`config.mk`:
```
export PLATFORM = sky130hd
export DESIGN_NAME = scan_seq_top
export DESIGN_NICKNAME = d
export VERILOG_FILES = /design/src/rtl/scan_pkg.sv /design/src/rtl/scan_cfg_reg.sv /design/src/rtl/scan_edge_trig.sv /design/src/rtl/scan_chan_walk.sv /design/src/rtl/scan_seq_top.sv
export SDC_FILE = /design/constraint.sdc
export NUM_CORES = 1
export LEC_CHECK = 0
export ABC_CLOCK_PERIOD_IN_PS = 4510
export CAP_MARGIN = 20
export CELL_PAD_IN_SITES_DETAIL_PLACEMENT = 0
export CELL_PAD_IN_SITES_GLOBAL_PLACEMENT = 1
export CORE_MARGIN = 4
export CORE_UTILIZATION = 39
export DETAILED_ROUTE_END_ITERATION = 7
export PLACE_DENSITY_LB_ADDON = 0.1
export SKIP_LAST_GASP = 1
export SYNTH_ARGS = -nofsm -noshare
export SYNTH_HDL_FRONTEND = slang
export SYNTH_SLANG_ARGS = --single-unit
```
`constraint.sdc`:
```
create_clock -name clk -period 4.51 [get_ports clk]
set_input_delay 0.6765 -clock clk [delete_from_list [all_inputs] [get_ports clk]]
set_output_delay 0.6765 -clock clk [all_outputs]
set_load 0.1 [all_outputs]
```
`src/rtl/scan_pkg.sv`:
```
// Shared types of the scan sequencer.
// Assumes: the scan type is a 2-bit field whose codes are decoded by the walker.
package scan_pkg;

    typedef enum logic [1:0] {
        SCAN_UPTO   = 2'b00,
        SCAN_REPEAT = 2'b01,
        SCAN_FROM   = 2'b10,
        SCAN_SINGLE = 2'b11
    } scan_mode_e;

    typedef struct packed {
        scan_mode_e mode;
        logic       ref_pin;
        logic       clk_ext;
        logic       single_ended;
        logic       bipolar;
    } cfg_flags_t;

endpackage

```
`src/rtl/scan_cfg_reg.sv`:
```
// Configuration register of the sequencer.
// Captures the fields on a load strobe, but only while no scan is busy.
// Drives the clock-mode bit and the coding request from the held copy.
// Assumes: the load strobe is one cycle wide.
module scan_cfg_reg
    import scan_pkg::*;
#(
    parameter int CH_W = 2
) (
    input  logic            clk,
    input  logic            rst_n,
    input  logic            load,
    input  logic            busy,
    input  logic [CH_W-1:0] start_in,
    input  cfg_flags_t      flags_in,
    output logic [CH_W-1:0] start_q,
    output cfg_flags_t      flags_q,
    output logic            clk_mode,
    output logic            unipolar
);

    // hold the configuration; after reset it is internal clock mode
    always_ff @(posedge clk) begin
        if (!rst_n) begin
            start_q <= '0;
            flags_q <= '{mode: SCAN_SINGLE, ref_pin: 1'b0, clk_ext: 1'b0,
                         single_ended: 1'b1, bipolar: 1'b0};
        end else if (load && !busy) begin
            start_q <= start_in;
            flags_q <= flags_in;
        end
    end

    // derived outputs
    always_comb begin
        clk_mode = flags_q.clk_ext;
        unipolar = flags_q.single_ended | ~flags_q.bipolar;
    end


    uni_se_chk: assert property (@(posedge clk) disable iff (!rst_n)
        flags_q.single_ended |-> unipolar);

endmodule

```
`src/rtl/scan_edge_trig.sv`:
```
// Counts SCL edges after an accepted read address.
// Raises track on the TRACK_RISE-th rising edge.
// Gives a one-cycle sample pulse on the SAMPLE_FALL-th falling edge.
// Assumes: address and edge pulses never coincide, and each is one cycle wide.
module scan_edge_trig #(
    parameter int TRACK_RISE  = 8,
    parameter int SAMPLE_FALL = 9
) (
    input  logic clk,
    input  logic rst_n,
    input  logic start,
    input  logic scl_rise,
    input  logic scl_fall,
    output logic armed,
    output logic track,
    output logic sample_go
);

    localparam int CNT_W = $clog2(SAMPLE_FALL + 1);

    logic [CNT_W-1:0] rise_cnt;
    logic [CNT_W-1:0] fall_cnt;
    logic             track_go;

    // decode the target edges
    always_comb begin
        track_go  = armed && scl_rise && (rise_cnt == CNT_W'(TRACK_RISE - 1));
        sample_go = armed && scl_fall && (fall_cnt == CNT_W'(SAMPLE_FALL - 1));
    end

    // arm on start; count edges while armed; disarm at the sample
    always_ff @(posedge clk) begin
        if (!rst_n) begin
            armed    <= 1'b0;
            rise_cnt <= '0;
            fall_cnt <= '0;
        end else if (start) begin
            armed    <= 1'b1;
            rise_cnt <= '0;
            fall_cnt <= '0;
        end else if (armed) begin
            if (sample_go)
                armed <= 1'b0;
            if (scl_rise && rise_cnt != CNT_W'(SAMPLE_FALL))
                rise_cnt <= rise_cnt + CNT_W'(1);
            if (scl_fall && fall_cnt != CNT_W'(SAMPLE_FALL))
                fall_cnt <= fall_cnt + CNT_W'(1);
        end
    end

    // track/hold level: tracking from the target rise to the sample
    always_ff @(posedge clk) begin
        if (!rst_n)
            track <= 1'b0;
        else if (sample_go || start)
            track <= 1'b0;
        else if (track_go)
            track <= 1'b1;
    end


    track_on_rise_chk: assert property (@(posedge clk) disable iff (!rst_n)
        $rose(track) |-> $past(scl_rise));

endmodule

```
`src/rtl/scan_chan_walk.sv`:
```
// Maps the scan type, start channel, reference-pin bit and step index
// to the channel for that step, and flags the last step of the list.
// Assumes: the step index stays below the list length.
// Purely combinational.
module scan_chan_walk
    import scan_pkg::*;
#(
    parameter int NUM_CH   = 4,
    parameter int REPEAT_N = 8,
    parameter int CH_W     = $clog2(NUM_CH),
    parameter int IDX_W    = 3
) (
    input  logic [CH_W-1:0]  start_ch,
    input  scan_mode_e       mode,
    input  logic             ref_pin,
    input  logic [IDX_W-1:0] step,
    output logic [CH_W-1:0]  ch,
    output logic             last
);

    localparam int N_W = IDX_W + 1;

    logic [CH_W-1:0] top_ch;
    logic [CH_W-1:0] low_lim;
    logic [CH_W-1:0] base;
    logic            walk;
    logic [N_W-1:0]  count;

    // highest channel a multichannel scan may reach
    always_comb begin
        top_ch  = ref_pin ? CH_W'(NUM_CH - 2) : CH_W'(NUM_CH - 1);
        low_lim = (start_ch > top_ch) ? top_ch : start_ch;
    end

    // list shape per scan type
    always_comb begin
        unique case (mode)
            SCAN_UPTO: begin
                base  = '0;
                walk  = 1'b1;
                count = N_W'(low_lim) + N_W'(1);
            end
            SCAN_REPEAT: begin
                base  = start_ch;
                walk  = 1'b0;
                count = N_W'(REPEAT_N);
            end
            SCAN_FROM: begin
                base  = low_lim;
                walk  = 1'b1;
                count = N_W'(top_ch) - N_W'(low_lim) + N_W'(1);
            end
            default: begin
                base  = start_ch;
                walk  = 1'b0;
                count = N_W'(1);
            end
        endcase
    end

    // channel of this step and end-of-list flag
    always_comb begin
        ch   = base + (walk ? CH_W'(step) : '0);
        last = ({1'b0, step} == (count - N_W'(1)));
    end

endmodule

```
`src/rtl/scan_seq_top.sv`:
```
// Scan conversion sequencer for a serial-bus converter slave in internal-clock mode.
// Turns decoded bus events into track, sample and convert-start.
// Walks the channel list back to back and holds SCL low until the last result.
// Assumes: conv_done comes at least one cycle after conv_start.
module scan_seq_top
    import scan_pkg::*;
#(
    parameter int NUM_CH      = 4,
    parameter int REPEAT_N    = 8,
    parameter int TRACK_RISE  = 8,
    parameter int SAMPLE_FALL = 9,
    parameter int CH_W        = $clog2(NUM_CH),
    parameter int IDX_W       = $clog2((REPEAT_N > NUM_CH) ? REPEAT_N : NUM_CH)
) (
    input  logic             clk,
    input  logic             rst_n,
    input  logic             cfg_load,
    input  logic [CH_W-1:0]  cfg_start_ch,
    input  logic [1:0]       cfg_scan_type,
    input  logic             cfg_ref_pin,
    input  logic             cfg_clk_ext,
    input  logic             cfg_single_ended,
    input  logic             cfg_bipolar,
    input  logic             addr_rd_hit,
    input  logic             scl_rise,
    input  logic             scl_fall,
    input  logic             conv_done,
    output logic             clk_mode,
    output logic             unipolar,
    output logic             track,
    output logic [CH_W-1:0]  ch_sel,
    output logic             conv_start,
    output logic             scl_hold,
    output logic             res_we,
    output logic [IDX_W-1:0] res_idx
);

    cfg_flags_t       flags_in;
    cfg_flags_t       flags_q;
    logic [CH_W-1:0]  start_q;
    logic             armed;
    logic             sample_go;
    logic             converting;
    logic             busy;
    logic             accept;
    logic [IDX_W-1:0] step;
    logic             last_step;

    // pack the configuration fields
    always_comb begin
        flags_in.mode         = scan_mode_e'(cfg_scan_type);
        flags_in.ref_pin      = cfg_ref_pin;
        flags_in.clk_ext      = cfg_clk_ext;
        flags_in.single_ended = cfg_single_ended;
        flags_in.bipolar      = cfg_bipolar;
    end

    // busy from address acceptance to SCL release; accept only when idle in internal mode
    always_comb begin
        busy   = armed | converting | scl_hold;
        accept = addr_rd_hit & ~busy & ~clk_mode;
    end

    scan_cfg_reg #(.CH_W(CH_W)) u_cfg (
        .clk      (clk),
        .rst_n    (rst_n),
        .load     (cfg_load),
        .busy     (busy),
        .start_in (cfg_start_ch),
        .flags_in (flags_in),
        .start_q  (start_q),
        .flags_q  (flags_q),
        .clk_mode (clk_mode),
        .unipolar (unipolar)
    );

    scan_edge_trig #(.TRACK_RISE(TRACK_RISE), .SAMPLE_FALL(SAMPLE_FALL)) u_trig (
        .clk       (clk),
        .rst_n     (rst_n),
        .start     (accept),
        .scl_rise  (scl_rise),
        .scl_fall  (scl_fall),
        .armed     (armed),
        .track     (track),
        .sample_go (sample_go)
    );

    scan_chan_walk #(.NUM_CH(NUM_CH), .REPEAT_N(REPEAT_N), .CH_W(CH_W), .IDX_W(IDX_W)) u_walk (
        .start_ch (start_q),
        .mode     (flags_q.mode),
        .ref_pin  (flags_q.ref_pin),
        .step     (step),
        .ch       (ch_sel),
        .last     (last_step)
    );

    // conversion sequencing and SCL stretch control
    always_ff @(posedge clk) begin
        if (!rst_n) begin
            converting <= 1'b0;
            step       <= '0;
            conv_start <= 1'b0;
            scl_hold   <= 1'b0;
            res_we     <= 1'b0;
            res_idx    <= '0;
        end else begin
            conv_start <= 1'b0;
            res_we     <= 1'b0;
            if (sample_go) begin
                converting <= 1'b1;
                step       <= '0;
                conv_start <= 1'b1;
                scl_hold   <= 1'b1;
            end else if (converting && conv_done) begin
                res_we  <= 1'b1;
                res_idx <= step;
                if (last_step) begin
                    converting <= 1'b0;
                    scl_hold   <= 1'b0;
                end else begin
                    step       <= step + IDX_W'(1);
                    conv_start <= 1'b1;
                end
            end
        end
    end


    sample_track_chk: assert property (@(posedge clk) disable iff (!rst_n)
        $rose(scl_hold) |-> (conv_start && !track));


    start_held_chk: assert property (@(posedge clk) disable iff (!rst_n)
        conv_start |-> scl_hold);


    hold_release_chk: assert property (@(posedge clk) disable iff (!rst_n)
        $fell(scl_hold) |-> res_we);


    ref_limit_chk: assert property (@(posedge clk) disable iff (!rst_n)
        (conv_start && flags_q.ref_pin && !flags_q.mode[0]) |-> (ch_sel != CH_W'(NUM_CH - 1)));

endmodule

```
=== Word level (Yosys, flattened, before mapping) ===
Index checks and enable logic that the tools add are counted.

* Output and inout bits: 11
* Flip-flop bits (word level): 27
* Memory bits (writable): 0
* Bits in latches: 0
* Input bits: 15
* Logic and storage cells: 80
* Memories: 0
* ROM bits: 0

* Reduce and logical (&&, ||, !) cells: 22
* Multiply operators: 0
* Divide/modulo/power cells: 0
* Equality and inequality tests: 7
* Shift operators: 0
* Multiplexer cells: 16
* $lt $le $gt $ge: 1
* Bitwise logic cells: 11
* Add/sub/neg operators: 8

{| class="wikitable"
|+ Operator list
! kind !! number
|-
| 4-bit by 1-bit adder with 4-bit output, second input constant || 3
|-
| 1-bit 2-to-1 mux || 12
|-
| 4-bit case mux with 3 select lines || 1
|-
| 2-bit AND reduction || 5
|-
| 1-bit logical AND || 8
|-
| 4-bit != test, second input constant || 2
|-
| 2-bit OR reduction || 4
|-
| 1-bit NOT || 6
|-
| 3-bit by 4-bit == test with 1-bit output || 1
|-
| 4-bit by 3-bit == test with 1-bit output, second input constant || 1
|-
| 4-bit == test, second input constant || 1
|-
| 2-bit 2-to-1 mux || 2
|-
| 2-bit case mux with 2 select lines || 1
|-
| 2-bit nonzero test || 2
|-
| 4-bit by 1-bit subtractor with 4-bit output, second input constant || 1
|-
| 2-bit by 1-bit adder with 3-bit output, second input constant || 1
|-
| 3-bit by 1-bit adder with 3-bit output, second input constant || 1
|-
| 1-bit OR || 3
|-
| 2-bit by 2-bit subtractor with 3-bit output || 1
|-
| 2-bit adder || 1
|-
| 1-bit bitwise AND || 2
|-
| 2-bit by 1-bit == test with 1-bit output, second input constant || 1
|-
| 2-bit == test, second input constant || 1
|-
| 2-bit greater-than comparator || 1
|-
| other kinds (3) || 3
|}

=== Longest topological paths before layout ===
Gate-level depths: netlist (run 1).

* Depth in word-level cells: 11
* Gate-level depth with buffers: 17

=== Hierarchy ===
A second synthesis (run 1) with hierarchy kept.

* Cells, all modules: 175
* Area, all modules: 1542.7 µm²

{| class="wikitable"
|+ Modules (own cells, without submodules)
! module !! area an instance (µm²) !! times used !! seq. area each (µm²) !! cells each
|-
| scan_edge_trig || 519.2 || 1 || 200.2 || 61
|-
| scan_seq_top || 415.4 || 1 || 180.2 || 39
|-
| scan_cfg_reg || 345.3 || 1 || 160.2 || 37
|-
| scan_chan_walk || 262.8 || 1 || 0.0 || 38
|}

=== Worst setup path after synthesis (run 1) ===
No wires, ideal clock.

* Path kind: register to output
* Start point: register u_cfg.start_q[0]
* End point: output ch_sel[1]
* Stages on the path, launching flop included: 8
* Data required time: 3833 ps
* Arrival time: 2951 ps
* Slack: 882 ps
* Path buffers: 0
* Cell sequence: dfxtp_1 inv_1 ha_1 nand4bb_1 o21ai_0 o31ai_1 ha_1 xnor2_1

* Word-level cells in the longest chain between the ends: 4

{| class="wikitable"
|+ RTL lines
! item !! line !! text
|-
| start: declaration || scan_cfg_reg.sv:16 || <nowiki>output logic [CH_W-1:0] start_q,</nowiki>
|-
| start signal: assignment || scan_cfg_reg.sv:29 || <nowiki>start_q <= start_in;</nowiki>
|-
| 2-bit greater-than comparator || scan_chan_walk.sv:32 || <nowiki>low_lim = (start_ch > top_ch) ? top_ch : start_ch;</nowiki>
|-
| 2-bit 2-to-1 mux || scan_chan_walk.sv:32 ||
|-
| 2-bit case mux with 2 select lines (*) || scan_chan_walk.sv:37 || <nowiki>unique case (mode)</nowiki>
|-
| 2-bit adder (*) || scan_chan_walk.sv:63 || <nowiki>ch = base + (walk ? CH_W'(step) : '0);</nowiki>
|-
| end: declaration || scan_seq_top.sv:31 || <nowiki>output logic [CH_W-1:0] ch_sel,</nowiki>
|}

Every way passes the cells marked *; elsewhere a longest branch is shown, timed or not.

=== Worst setup path after layout (run 1) ===
* Start point: register u_cfg.start_q[0]
* End point: register conv_start

* Word-level cells in the longest chain between the ends: 10
* Elaborated cells between the ends (all ways): 11

{| class="wikitable"
|+ RTL lines
! item !! line !! text
|-
| 2-bit greater-than comparator || scan_chan_walk.sv:32 ||
|-
| 2-bit 2-to-1 mux (*) || scan_chan_walk.sv:32 ||
|-
| 2-bit by 2-bit subtractor with 3-bit output || scan_chan_walk.sv:51 || <nowiki>count = N_W'(top_ch) - N_W'(low_lim) + N_W'(1);</nowiki>
|-
| 4-bit by 1-bit adder with 4-bit output || scan_chan_walk.sv:51 ||
|-
| 4-bit case mux with 3 select lines (*) || scan_chan_walk.sv:37 ||
|-
| 4-bit by 1-bit subtractor with 4-bit output (*) || scan_chan_walk.sv:64 || <nowiki>last = ({1'b0, step} == (count - N_W'(1)));</nowiki>
|-
| 3-bit by 4-bit == test with 1-bit output (*) || scan_chan_walk.sv:64 ||
|-
| 1-bit 2-to-1 mux (*) || scan_seq_top.sv:117 || <nowiki>if (last_step) begin</nowiki>
|-
| 1-bit 2-to-1 mux (*) || scan_seq_top.sv:114 || <nowiki>end else if (converting && conv_done) begin</nowiki>
|-
| 1-bit 2-to-1 mux (*) || scan_seq_top.sv:109 || <nowiki>if (sample_go) begin</nowiki>
|-
| end signal: assignment || scan_seq_top.sv:107 || <nowiki>conv_start <= 1'b0;</nowiki>
|-
| end signal: assignment || scan_seq_top.sv:112 || <nowiki>conv_start <= 1'b1;</nowiki>
|-
| end signal: assignment || scan_seq_top.sv:122 || <nowiki>conv_start <= 1'b1;</nowiki>
|-
| end: declaration || scan_seq_top.sv:32 || <nowiki>output logic conv_start,</nowiki>
|}

Marked as above.
A chain may end at the register's enable or synchronous reset.

==> metrics.yaml, run 1 <==
timing:
  setup_viol: 0
  finalSetupTns_ns: 0
  setup_ws_ns: 0.845
  hold_viol_final: 0
  post-route-min-period_ns: 3.67
  drv_slew: 0
  relSlewSlack: 0.351
  finalCritPeriodShare: 0.813
  fmax_mhz: 273
  worst-slew-pin-transition_ns: 0.971
  worst_clock_skew_ns: 0.00427
  rsz0062_at_grt: "no"
logic_synthesis:
  syn_avg_cell_area_sq_um: 8.66
  synth_top_family_by_area: "simple AND/OR/NAND/NOR gates"
  async_flop_share: 0
  synth.ff_latch_count: 27
  netlist_instances: 181
  synth.mux.area_fraction: 0.0543
  synth_cell_types: 44
  synth_fp_nets: 209
  synth_commonest_cells: "29 x nand2_1, 27 x dfxtp_1, 16 x nor2_1, 13 x ha_1, 13 x inv_1"
  synth-compound-area-share: 0.139
  syn_area_sq_um: 1570
  yosysMostFrequentCell: "nand2_1"
  synth_edf_count: 0
  yosys.area.top_type: "dfxtp_1"
  yosys_warnings: 0
  synth_top_area_frac: 0.345
  yosys-top-cells-area: "dfxtp_1 34%, ha_1 10%, nand2_1 6.9%"
  yosys.area_share.simple: 0.248
  synth_ff_type: "dfxtp_1"
  yosys.area_share.xor_xnor: 0.0559
  ys_seq_area_frac: 0.345
  synth_adder_area_share: 0.104
grt:
  grt_max_degree: 18
  grt_pass1_vias: 1229
  grt_use_total: 0.126
  gr-total-overflow: 0
  antenna_found_initial: 0
  grt_pass1_wl_mm: 5.29
min_path:
  hp-class: "reg -> reg"
clock_network:
  cts.sinks: 27
  cts_max_level: 1
  cts_resized: 0
  clk_latency_ns: 0.27
  postCtsHoldBufs: 0
  cts-buffers-inserted: 3
  cts_setup_buffers: 0
  cts_buffer_depth: 2
  clockRootBuffer: "clkbuf_8"
  clk_pin_slew_ns: 0.09
  cts_tree: "yes"
worst_setup_path:
  critical_path.startpoint: "u_cfg.start_q[0]$_SDFFE_PN0P_"
  crit_required_ns: 4.68
  path_delay_family: "adder cells"
  max_stage_delay_ns: 0.42
  cp.arrival_ns: 3.83
  reg2reg_slack_ns: 0.84
  critPathMaxFanout: 6
  path_depth: 17
  crit_slowest_cell: "dfxtp_1"
  critPathLaunchType: "register"
  reg2reg_from: "u_cfg.start_q[0]$_SDFFE_PN0P_"
  crit_buf_inv: 3
  crit_end: "conv_start$_SDFF_PN0_"
  crit_type: "reg -> reg"
  crit_chain: "inv_1 > ha_1 > nand4bb_1 > o21ai_0 > inv_1 > ha_1 > ha_1 > inv_1 > ha_1 > mux2_2 > nand2_1 > ha_1 > xnor2_1 > o2111ai_2 > mux2i_2 > a31oi_4 > o21a_1"
  r2r_end: "conv_start$_SDFF_PN0_"
  crit_top_cell: "ha_1"
  endpoint_kind: "register"
  rr_worst_depth: 17
die:
  fp-row-count: 22
  fp.dieW_um: 71.4
  die_h_um: 71.4
  ios: 26
  core-area_sq_um: 3770
  start_util: 0.416
  dieArea_sq_um: 5100
placement:
  port_buffers: 25
  gp_congestion: 0.868
  post-place-ws_ns: 0.862
  dp_hpwl_mm: 2.36
  placed_area_sq_um: 1840
routing:
  totalWireLength_mm: 2.98
  wl_per_cell_um: 11.9
  drtAntennaViolNets: 0
  num_vias: 1259
  drtIter0Drc: 58
  via_per_inst: 5.02
  drtPass1Iterations: 5
  drcViolationCount: 0
layout:
  finalNetCount: 232
  final_util: 0.500
  fin_area_sq_um: 1890
  fillers: 348
  regArea_sq_um: 541
  n_antenna_cell: 0
  multiInputGateArea_sq_um: 942
  drive_gt1_frac: 0.0640
  area_growth_pct: 20.3
power:
  irDropWorstVdd_mv: 0.161
  powerDensity_nw_per_um2: 261
  p_leak_nw: 0.717
job:
  cap_violations: 0
outcome:
  outcome: "completed"
## layout by cell type, fill, tap and decap left out, types with 2 or more instances in the layout
master           count
nand3_1              4
nor2b_1              9
nand2b_1             3
o221ai_1             2
xor2_1               2
buf_4                2
o21ai_0              3
xnor2_1              8
and2_1               3
nor2_1              16
a21boi_0             5
clkbuf_8             3
a211oi_1             2
a31oi_1              3
a21oi_1              2
nand2_1             29
inv_1               13
clkdlybuf4s50_1     23
dfxtp_1             27
o211ai_1             2
ha_1                13
mux2i_1              6
## cell type report
cell class / count / share of cell area
repair buffers: 25 / 0.130
clock inverters: 1 / 0.00398
multi-input cells: 134 / 0.500
flip-flops and latches: 27 / 0.287
well taps: 48 / 0.0319
clock buffers: 3 / 0.0219
inverters: 13 / 0.0259
## sequential cells by signal (all words and copies together), names as in the netlist, 2 cells and up
signal / flops
res_idx: 3
step: 3
u_cfg.flags_q: 5
u_cfg.start_q: 2
u_trig.fall_cnt: 4
u_trig.rise_cnt: 4
## through the flow
stage,power (mW),std cells,hold WS (ns)
after floorplan,0.337,181,0.432
final,0.493,251,0.470
after global placement,0.363,247,0.442
after CTS,0.501,251,0.477
after global routing,0.525,251,0.508
after detailed placement,0.364,247,0.457
## worst reg2reg max path, delay by kind of cell (launching register included)
family          cells  cell delay, ns
fa+ha+maj           5            1.20
xor+xnor            1            0.17
mux                 2            0.56
compound gates      4            0.68
simple gates        2            0.32
flops               1            0.42
buf+inv             3            0.22
## cell families (layout without fill, tap and decap cells)
logic type / after synthesis / after routing
simple gates: 76 / 76
compound gates: 27 / 27
buf+inv: 20 / 42
flops: 27 / 27
fa+ha+maj: 13 / 13
xor+xnor: 10 / 10
mux: 8 / 8
## where the power goes
part,internal [mW],switching (mW)
combinational,0.0444,0.0564
clock,0.0626,0.0725
sequential,0.246,0.0113
total,0.353,0.140
## per-layer routing
layer | GRT usage | share of wire | up-vias | wire length [um]
li1 | - | - | 661 | -
met1 | 0.161 | 0.47 | 562 | 1410
met2 | 0.208 | 0.46 | 34 | 1380
met3 | 0.0323 | 0.058 | 2 | 173
met4 | 0.0376 | 0.0064 | 0 | 19
met5 | 0 | 0 | - | 0
## worst min-delay path by stage
stage | start | cells past startpoint | to
6_report | u_cfg.flags_q[1]$_SDFFE_PN1P_ | 2 | u_cfg.flags_q[1]$_SDFFE_PN1P_
5_1_grt | u_cfg.flags_q[1]$_SDFFE_PN1P_ | 2 | u_cfg.flags_q[1]$_SDFFE_PN1P_
4_1_cts | u_cfg.flags_q[1]$_SDFFE_PN1P_ | 2 | u_cfg.flags_q[1]$_SDFFE_PN1P_
3_5_place_dp | u_cfg.flags_q[1]$_SDFFE_PN1P_ | 2 | u_cfg.flags_q[1]$_SDFFE_PN1P_
3_3_place_gp | u_cfg.flags_q[1]$_SDFFE_PN1P_ | 2 | u_cfg.flags_q[1]$_SDFFE_PN1P_
2_1_floorplan | u_cfg.flags_q[1]$_SDFFE_PN1P_ | 2 | u_cfg.flags_q[1]$_SDFFE_PN1P_
No activity file was read; power rests on OpenSTA's default activity.
==> run 2: changes to the inputs <==
--- a/config.mk
+++ b/config.mk
@@ -5,7 +5,7 @@
 export SDC_FILE = /design/constraint.sdc
 export NUM_CORES = 1
 export LEC_CHECK = 0
-export ABC_CLOCK_PERIOD_IN_PS = 4510
+export ABC_CLOCK_PERIOD_IN_PS = 3670
 export CAP_MARGIN = 20
 export CELL_PAD_IN_SITES_DETAIL_PLACEMENT = 0
 export CELL_PAD_IN_SITES_GLOBAL_PLACEMENT = 1
==> constraint.sdc (replaced) <==
create_clock -name clk -period 3.67 [get_ports clk]
set_input_delay 0.5505 -clock clk [delete_from_list [all_inputs] [get_ports clk]]
set_output_delay 0.5505 -clock clk [all_outputs]
set_load 0.1 [all_outputs]
==> run 2 against run 1 <==
Sequential share of layout area decreased by 0.52 points. Utilization rose by 1.6 points. Cell area increased by 3.3%. Die area stayed put. Sequential cell count stayed put. Critical endpoint unchanged. Sequential power grew 23%. Final cell count grew 0.40%. Routed wire length rose by 4.4%. Clock power is 23% higher.
==> metrics.yaml, run 2 (same netlist as run 1, synthesis figures left out) <==
outcome:
  outcome: "completed"
worst_setup_path:
  crit_type: "reg -> reg"
  critPathLaunchType: "register"
  crit_slowest_cell: "dfxtp_4"
  crit_required_ns: 3.84  # -0.84 ns
  cp.arrival_ns: 3.62  # -0.21 ns
  endpoint_kind: "register"
  crit_top_cell: "ha_1"
  crit_chain: "inv_1 > ha_1 > nand4bb_4 > o21ai_4 > inv_1 > ha_1 > ha_1 > inv_1 > ha_1 > mux2_2 > nand2_1 > ha_2 > xnor2_2 > o2111ai_2 > mux2i_4 > a31oi_4 > o21a_1"
  reg2reg_slack_ns: 0.22  # -0.62 ns
  max_stage_delay_ns: 0.39  # -0.03 ns
  critPathMaxFanout: 4  # -2
routing:
  drtPass1Iterations: 4  # -1
  via_per_inst: 5.06  # +0.79%
  wl_per_cell_um: 12.3  # +4.0%
  totalWireLength_mm: 3.11  # +4.4%
  drcViolationCount: 0  # unchanged
  drtAntennaViolNets: 0  # unchanged
  num_vias: 1274  # +1.2%
  drtIter0Drc: 58  # unchanged
power:
  p_leak_nw: 0.734  # +2.3%
  fin_total_pwr_uw: 619  # +25%
  irDropWorstVdd_mv: 0.182  # +13%
  powerDensity_nw_per_um2: 318  # +22%
clock_network:
  clk_latency_ns: 0.27  # about the same
  cts.sinks: 27  # unchanged
  clockRootBuffer: "clkbuf_8"
  cts-buffers-inserted: 3  # unchanged
  cts_buffer_depth: 2  # unchanged
  postCtsHoldBufs: 0  # unchanged
  cts_max_level: 1  # unchanged
  clk_pin_slew_ns: 0.09  # about the same
  cts_tree: "yes"
timing:
  worst_clock_skew_ns: 0.00674  # +0.00247 ns
  relSlewSlack: 0.352  # +0.00135
  worst-slew-pin-transition_ns: 0.969  # -0.00202 ns
  finalCritPeriodShare: 0.940  # +0.127
  fmax_mhz: 290  # +6.2%
  setup_viol: 0  # unchanged
  whs_ns: 0.468  # -0.00228 ns
  post-route-min-period_ns: 3.45  # -0.215 ns
  drv_slew: 0  # unchanged
  setup_ws_ns: 0.220  # -0.625 ns
  hold_viol_final: 0  # unchanged
layout:
  finalNetCount: 233  # +0.43%
  fillers: 352  # +1.1%
  n_antenna_cell: 0  # unchanged
  drive_gt1_frac: 0.0980  # +0.0340
  regMostFlops: "u_cfg.flags_q"
  area_growth_pct: 24.2
  reg_top3: "u_cfg.flags_q: 5 flops, u_trig.fall_cnt: 4 flops, u_trig.rise_cnt: 4 flops"
  mostFrequentLayoutCells: "29 x nand2_1, 25 x dfxtp_1, 23 x clkdlybuf4s50_1"
  largest_reg_flops: 5  # unchanged
  final_common_cell: "nand2_1"
die:
  die_h_um: 71.4  # unchanged
  core-area_sq_um: 3770  # unchanged
  fp-row-count: 22  # unchanged
  dieArea_sq_um: 5100  # unchanged
  fp.dieW_um: 71.4  # unchanged
  start_util: 0.416  # unchanged
  ios: 26  # unchanged
grt:
  antenna_found_initial: 0  # unchanged
  gr-total-overflow: 0  # unchanged
  grt_pass1_vias: 1156  # -5.9%
  grt_pass1_wl_mm: 5.14  # -2.9%
  grt_use_total: 0.124  # -0.00203
  grt_max_degree: 18  # unchanged
job:
  cap_violations: 0  # unchanged
placement:
  gp_congestion: 0.868  # unchanged
  post-place-ws_ns: -0.00552  # -0.868 ns
  port_buffers: 25  # unchanged
  dp_hpwl_mm: 2.39  # +1.2%
min_path:
  hp-class: "reg -> reg"
==> run 2: power breakdown <==
group	total (mW)	switching (mW)	leakage, nW	internal, mW
Combinational	0.137	0.0745	0.491	0.0623
Clock	0.166	0.0890	0.0217	0.0769
Sequential	0.316	0.0143	0.221	0.301
==> run 2: cell type report <==
| class | instances | area [sq um] | share of cell area |
|---|---|---|---|
| Multi-Input combinational cell | 134 | 988 | 0.508 |
| Tap cell | 48 | 60.1 | 0.0308 |
| Timing Repair Buffer | 26 | 253 | 0.130 |
| Clock inverter | 1 | 7.51 | 0.00386 |
| Inverter | 13 | 48.8 | 0.0251 |
| Clock buffer | 3 | 41.3 | 0.0212 |
| Sequential cell | 27 | 548 | 0.281 |
==> run 2: critical path: cells and delay by family, from the launching register on <==
kind | cells | cell delay, ns
AO/OA/AOI/OAI | 4 | 0.63
adder cells (fa/ha/maj) | 5 | 1.21
buffers and inverters | 3 | 0.17
AND/OR/NAND/NOR | 2 | 0.31
flip-flops | 1 | 0.39
XOR/XNOR | 1 | 0.15
multiplexers | 2 | 0.51
==> run 2: layer usage <==
layer	vias to the layer above	global-route usage	part of all wire
met5	-	0	0
met4	0	0.0376	0.0061
met3	2	0.0309	0.059
met2	38	0.206	0.48
met1	571	0.158	0.46
li1	663	-	-
==> run 2: final timing paths <==
| check | start | endpoint | cells after the start |
|---|---|---|---|
| worst max-delay path | u_cfg.flags_q[3]$_SDFFE_PN0P_ | conv_start$_SDFF_PN0_ | 17 |
| worst min-delay path | u_cfg.flags_q[1]$_SDFFE_PN1P_ | u_cfg.flags_q[1]$_SDFFE_PN1P_ | 2 |
| worst max register to register | u_cfg.flags_q[3]$_SDFFE_PN0P_ | conv_start$_SDFF_PN0_ | 17 |
| worst min register to register | u_cfg.flags_q[1]$_SDFFE_PN1P_ | u_cfg.flags_q[1]$_SDFFE_PN1P_ | 2 |
==> run 2: stage by stage <==
stage / TNS [ns] / utilization / cells / instance area (sq um)
3_3_place_gp: 0 / 0.487 / 247 / 1840
5_1_grt: -0.0000528 / 0.516 / 252 / 1950
2_1_floorplan: 0 / - / 181 / 1570
3_5_place_dp: -0.00552 / 0.487 / 247 / 1840
4_1_cts: 0 / 0.504 / 251 / 1900
6_report: 0 / 0.516 / 252 / 1950
==> run 2: what timing repair did <==
action                     4_1_cts  5_1_grt
gates resized for setup          2        9
setup endpoints to repair        1        5
pin swaps                        0        2
buffers inserted                 0        1
==> run 3: changes to the inputs <==
--- a/config.mk
+++ b/config.mk
@@ -5,8 +5,7 @@
 export SDC_FILE = /design/constraint.sdc
 export NUM_CORES = 1
 export LEC_CHECK = 0
-export ABC_CLOCK_PERIOD_IN_PS = 3670
-export CAP_MARGIN = 20
+export ABC_CLOCK_PERIOD_IN_PS = 3300
 export CELL_PAD_IN_SITES_DETAIL_PLACEMENT = 0
 export CELL_PAD_IN_SITES_GLOBAL_PLACEMENT = 1
 export CORE_MARGIN = 4
==> constraint.sdc (replaced) <==
create_clock -name clk -period 3.3 [get_ports clk]
set_input_delay 0.495 -clock clk [delete_from_list [all_inputs] [get_ports clk]]
set_output_delay 0.495 -clock clk [all_outputs]
set_load 0.1 [all_outputs]
==> run 3 against run 2 <==
Sequential power grew 11%. Maximum frequency grew 9.3%. Final cell count rose by 3.6%. Utilization grew 2.9 points. Sequential cell count stayed put. Clock power grew 13%. Sequential share of layout area is 1.7 points lower. Combinational power grew 31%. Cell area up 5.5%. Setup slack got worse by 0.075 ns. Critical path type unchanged. Largest cell class unchanged.
==> metrics.yaml, run 3 (same netlist as run 1, synthesis figures left out) <==
timing:
  setup_viol: 0  # unchanged
  relSlewSlack: 0.346  # -0.00572
  post-route-min-period_ns: 3.16  # -0.295 ns
  drv_slew: 0  # unchanged
  hold_viol_final: 0  # unchanged
  finalCritPeriodShare: 0.956  # +0.0161
  rsz0062_at_grt: "no"
  worst_clock_skew_ns: 0.00110  # -0.00564 ns
  whs_ns: 0.480  # +0.0121 ns
  fmax_mhz: 317  # +9.3%
  worst-slew-pin-transition_ns: 0.977  # +0.00855 ns
routing:
  drtAntennaViolNets: 0  # unchanged
  drcViolationCount: 0  # unchanged
  via_per_inst: 5.12  # +1.3%
  totalWireLength_mm: 3.41  # +9.6%
  num_vias: 1337  # +4.9%
  drtPass1Iterations: 4  # unchanged
  drtIter0Drc: 52  # -10%
  wl_per_cell_um: 13.0  # +5.8%
placement:
  gp_congestion: 0.723  # -17%
  port_buffers: 25  # unchanged
  dp_hpwl_mm: 2.54  # +6.3%
power:
  p_sw_frac: 0.292  # +0.00494
  fin_total_pwr_uw: 718  # +16%
  powerDensity_nw_per_um2: 349  # +10%
  p_seq_frac: 0.488  # -0.023
  clockPowerShare: 0.262  # -0.006
  comb_power_share: 0.250  # +0.029
  switchingPower_uw: 210  # +18%
  internal-power_uw: 508  # +15%
  irDropWorstVdd_mv: 0.177  # -2.7%
  p_leak_nw: 0.793  # +8.1%
clock_network:
  postCtsHoldBufs: 0  # unchanged
  cts.sinks: 27  # unchanged
  cts_max_level: 1  # unchanged
  clk_latency_ns: 0.27  # about the same
  cts-buffers-inserted: 3  # unchanged
  clk_pin_slew_ns: 0.09  # about the same
  cts_tree: "yes"
  cts_buffer_depth: 2  # unchanged
  clockRootBuffer: "clkbuf_8"
die:
  dieArea_sq_um: 5100  # unchanged
  fp.dieW_um: 71.4  # unchanged
  ios: 26  # unchanged
  die_h_um: 71.4  # unchanged
  start_util: 0.416  # unchanged
  fp-row-count: 22  # unchanged
  core-area_sq_um: 3770  # unchanged
worst_setup_path:
  path_depth: 17  # unchanged
  cp.arrival_ns: 3.33  # -0.29 ns
  path_delay_family: "adder cells"
  crit_buf_inv: 3  # unchanged
  crit_type: "reg -> reg"
  crit_top_cell: "ha_4"
  rr_worst_depth: 17  # unchanged
  max_stage_delay_ns: 0.34  # -0.05 ns
  critical_path.startpoint: "u_cfg.flags_q[3]$_SDFFE_PN0P_"
  endpoint_kind: "register"
  r2r_end: "conv_start$_SDFF_PN0_"
  crit_end: "conv_start$_SDFF_PN0_"
  crit_slowest_cell: "dfxtp_2"
  reg2reg_slack_ns: 0.14  # -0.08 ns
  critPathLaunchType: "register"
  critPathMaxFanout: 3  # -1
  reg2reg_from: "u_cfg.flags_q[3]$_SDFFE_PN0P_"
  crit_chain: "inv_2 > ha_4 > nand4bb_4 > o21ai_2 > inv_2 > ha_2 > ha_4 > inv_1 > ha_1 > mux2_4 > nand2_2 > ha_4 > xnor2_2 > o2111ai_2 > mux2i_4 > a31oi_4 > o21a_1"
  crit_required_ns: 3.47  # -0.37 ns
outcome:
  outcome: "completed"
layout:
  drive_gt1_frac: 0.178  # +0.0804
  finalNetCount: 242  # +3.9%
  area_growth_pct: 31.0
  regMostFlops: "u_cfg.flags_q"
  largest_reg_flops: 5  # unchanged
  reg_top3: "u_cfg.flags_q: 5 flops, u_trig.fall_cnt: 4 flops, u_trig.rise_cnt: 4 flops"
  n_antenna_cell: 0  # unchanged
  mostFrequentLayoutCells: "28 x nand2_1, 25 x dfxtp_1, 22 x clkdlybuf4s50_1"
  final_common_cell: "nand2_1"
min_path:
  hp-class: "reg -> reg"
job:
  cap_violations: 0  # unchanged
grt:
  grt_max_degree: 18  # unchanged
  grt_pass1_vias: 1353  # +17%
  grt_use_total: 0.140  # +0.0164
  antenna_found_initial: 0  # unchanged
  grt_pass1_wl_mm: 5.76  # +12%
  gr-total-overflow: 0  # unchanged
[run 3: cell types whose count changed in the layout (fill, tap and decap cells not counted), moves of 2 or more]
cell and change:
buf_4 +10, ha_1 -3, inv_1 -3, dfxtp_4 -2
inv_2 +3, dfxtp_2 +2, ha_4 +3
[run 3: worst min-delay path by stage]
stage / startpoint / endpoint / cells after the start
2_1_floorplan: u_cfg.flags_q[1]$_SDFFE_PN1P_ / u_cfg.flags_q[1]$_SDFFE_PN1P_ / 2
3_3_place_gp: u_cfg.flags_q[1]$_SDFFE_PN1P_ / u_cfg.flags_q[1]$_SDFFE_PN1P_ / 2
3_5_place_dp: u_cfg.flags_q[1]$_SDFFE_PN1P_ / u_cfg.flags_q[1]$_SDFFE_PN1P_ / 2
4_1_cts: u_cfg.flags_q[1]$_SDFFE_PN1P_ / u_cfg.flags_q[1]$_SDFFE_PN1P_ / 2
5_1_grt: u_cfg.flags_q[1]$_SDFFE_PN1P_ / u_cfg.flags_q[1]$_SDFFE_PN1P_ / 2
6_report: u_cfg.flags_q[1]$_SDFFE_PN1P_ / u_cfg.flags_q[1]$_SDFFE_PN1P_ / 2
[run 3: cell type report]
type                       count  area [sq um]
inverter                      13          48.8
timing repair buffer          35           318
tap                           48          60.1
multi-input combinational    134          1040
fill                         339          1720
clock buffer                   3          41.3
clock inverter                 1          5.00
sequential                    27           543
[run 3: power groups by stage]
stage / sequential [mW] / clock [mW] / combinational [mW]
after floorplan: 0.357 / 0 / 0.105
after global placement: 0.356 / 0 / 0.144
after detailed placement: 0.357 / 0 / 0.148
after CTS: 0.350 / 0.196 / 0.170
after global routing: 0.353 / 0.207 / 0.197
final: 0.351 / 0.188 / 0.179
[run 3: per-stage QoR]
step	TNS, ns	std cells	util	area, sq um	worst slack (ns)
2_1_floorplan	0	181	-	1580	0.0252
3_3_place_gp	0	252	0.500	1880	0.0269
3_5_place_dp	-0.246	252	0.500	1880	-0.0870
4_1_cts	0	261	0.536	2020	0.0356
5_1_grt	0	261	0.545	2050	0.0119
6_report	0	261	0.545	2050	0.145
[run 3: routing by layer]
| layer | track usage | vias up | routed length (um) |
|---|---|---|---|
| li1 | - | 680 | - |
| met1 | 0.147 | 640 | 1450 |
| met2 | 0.271 | 11 | 1830 |
| met3 | 0.0252 | 6 | 77 |
| met4 | 0.0564 | 0 | 57 |
| met5 | 0 | - | 0 |
[run 3: worst min-delay path, delay by kind of cell (launching register included)]
family	cells	cell delay, ns
DFF	1	0.32
and+or+nand+nor	2	0.11
[run 3: repair_timing]
action,4_1_cts,5_1_grt
setup endpoints to repair,4,4
buffers inserted,5,0
gates cloned,0,0
pin swaps,8,2
resized for setup,10,5
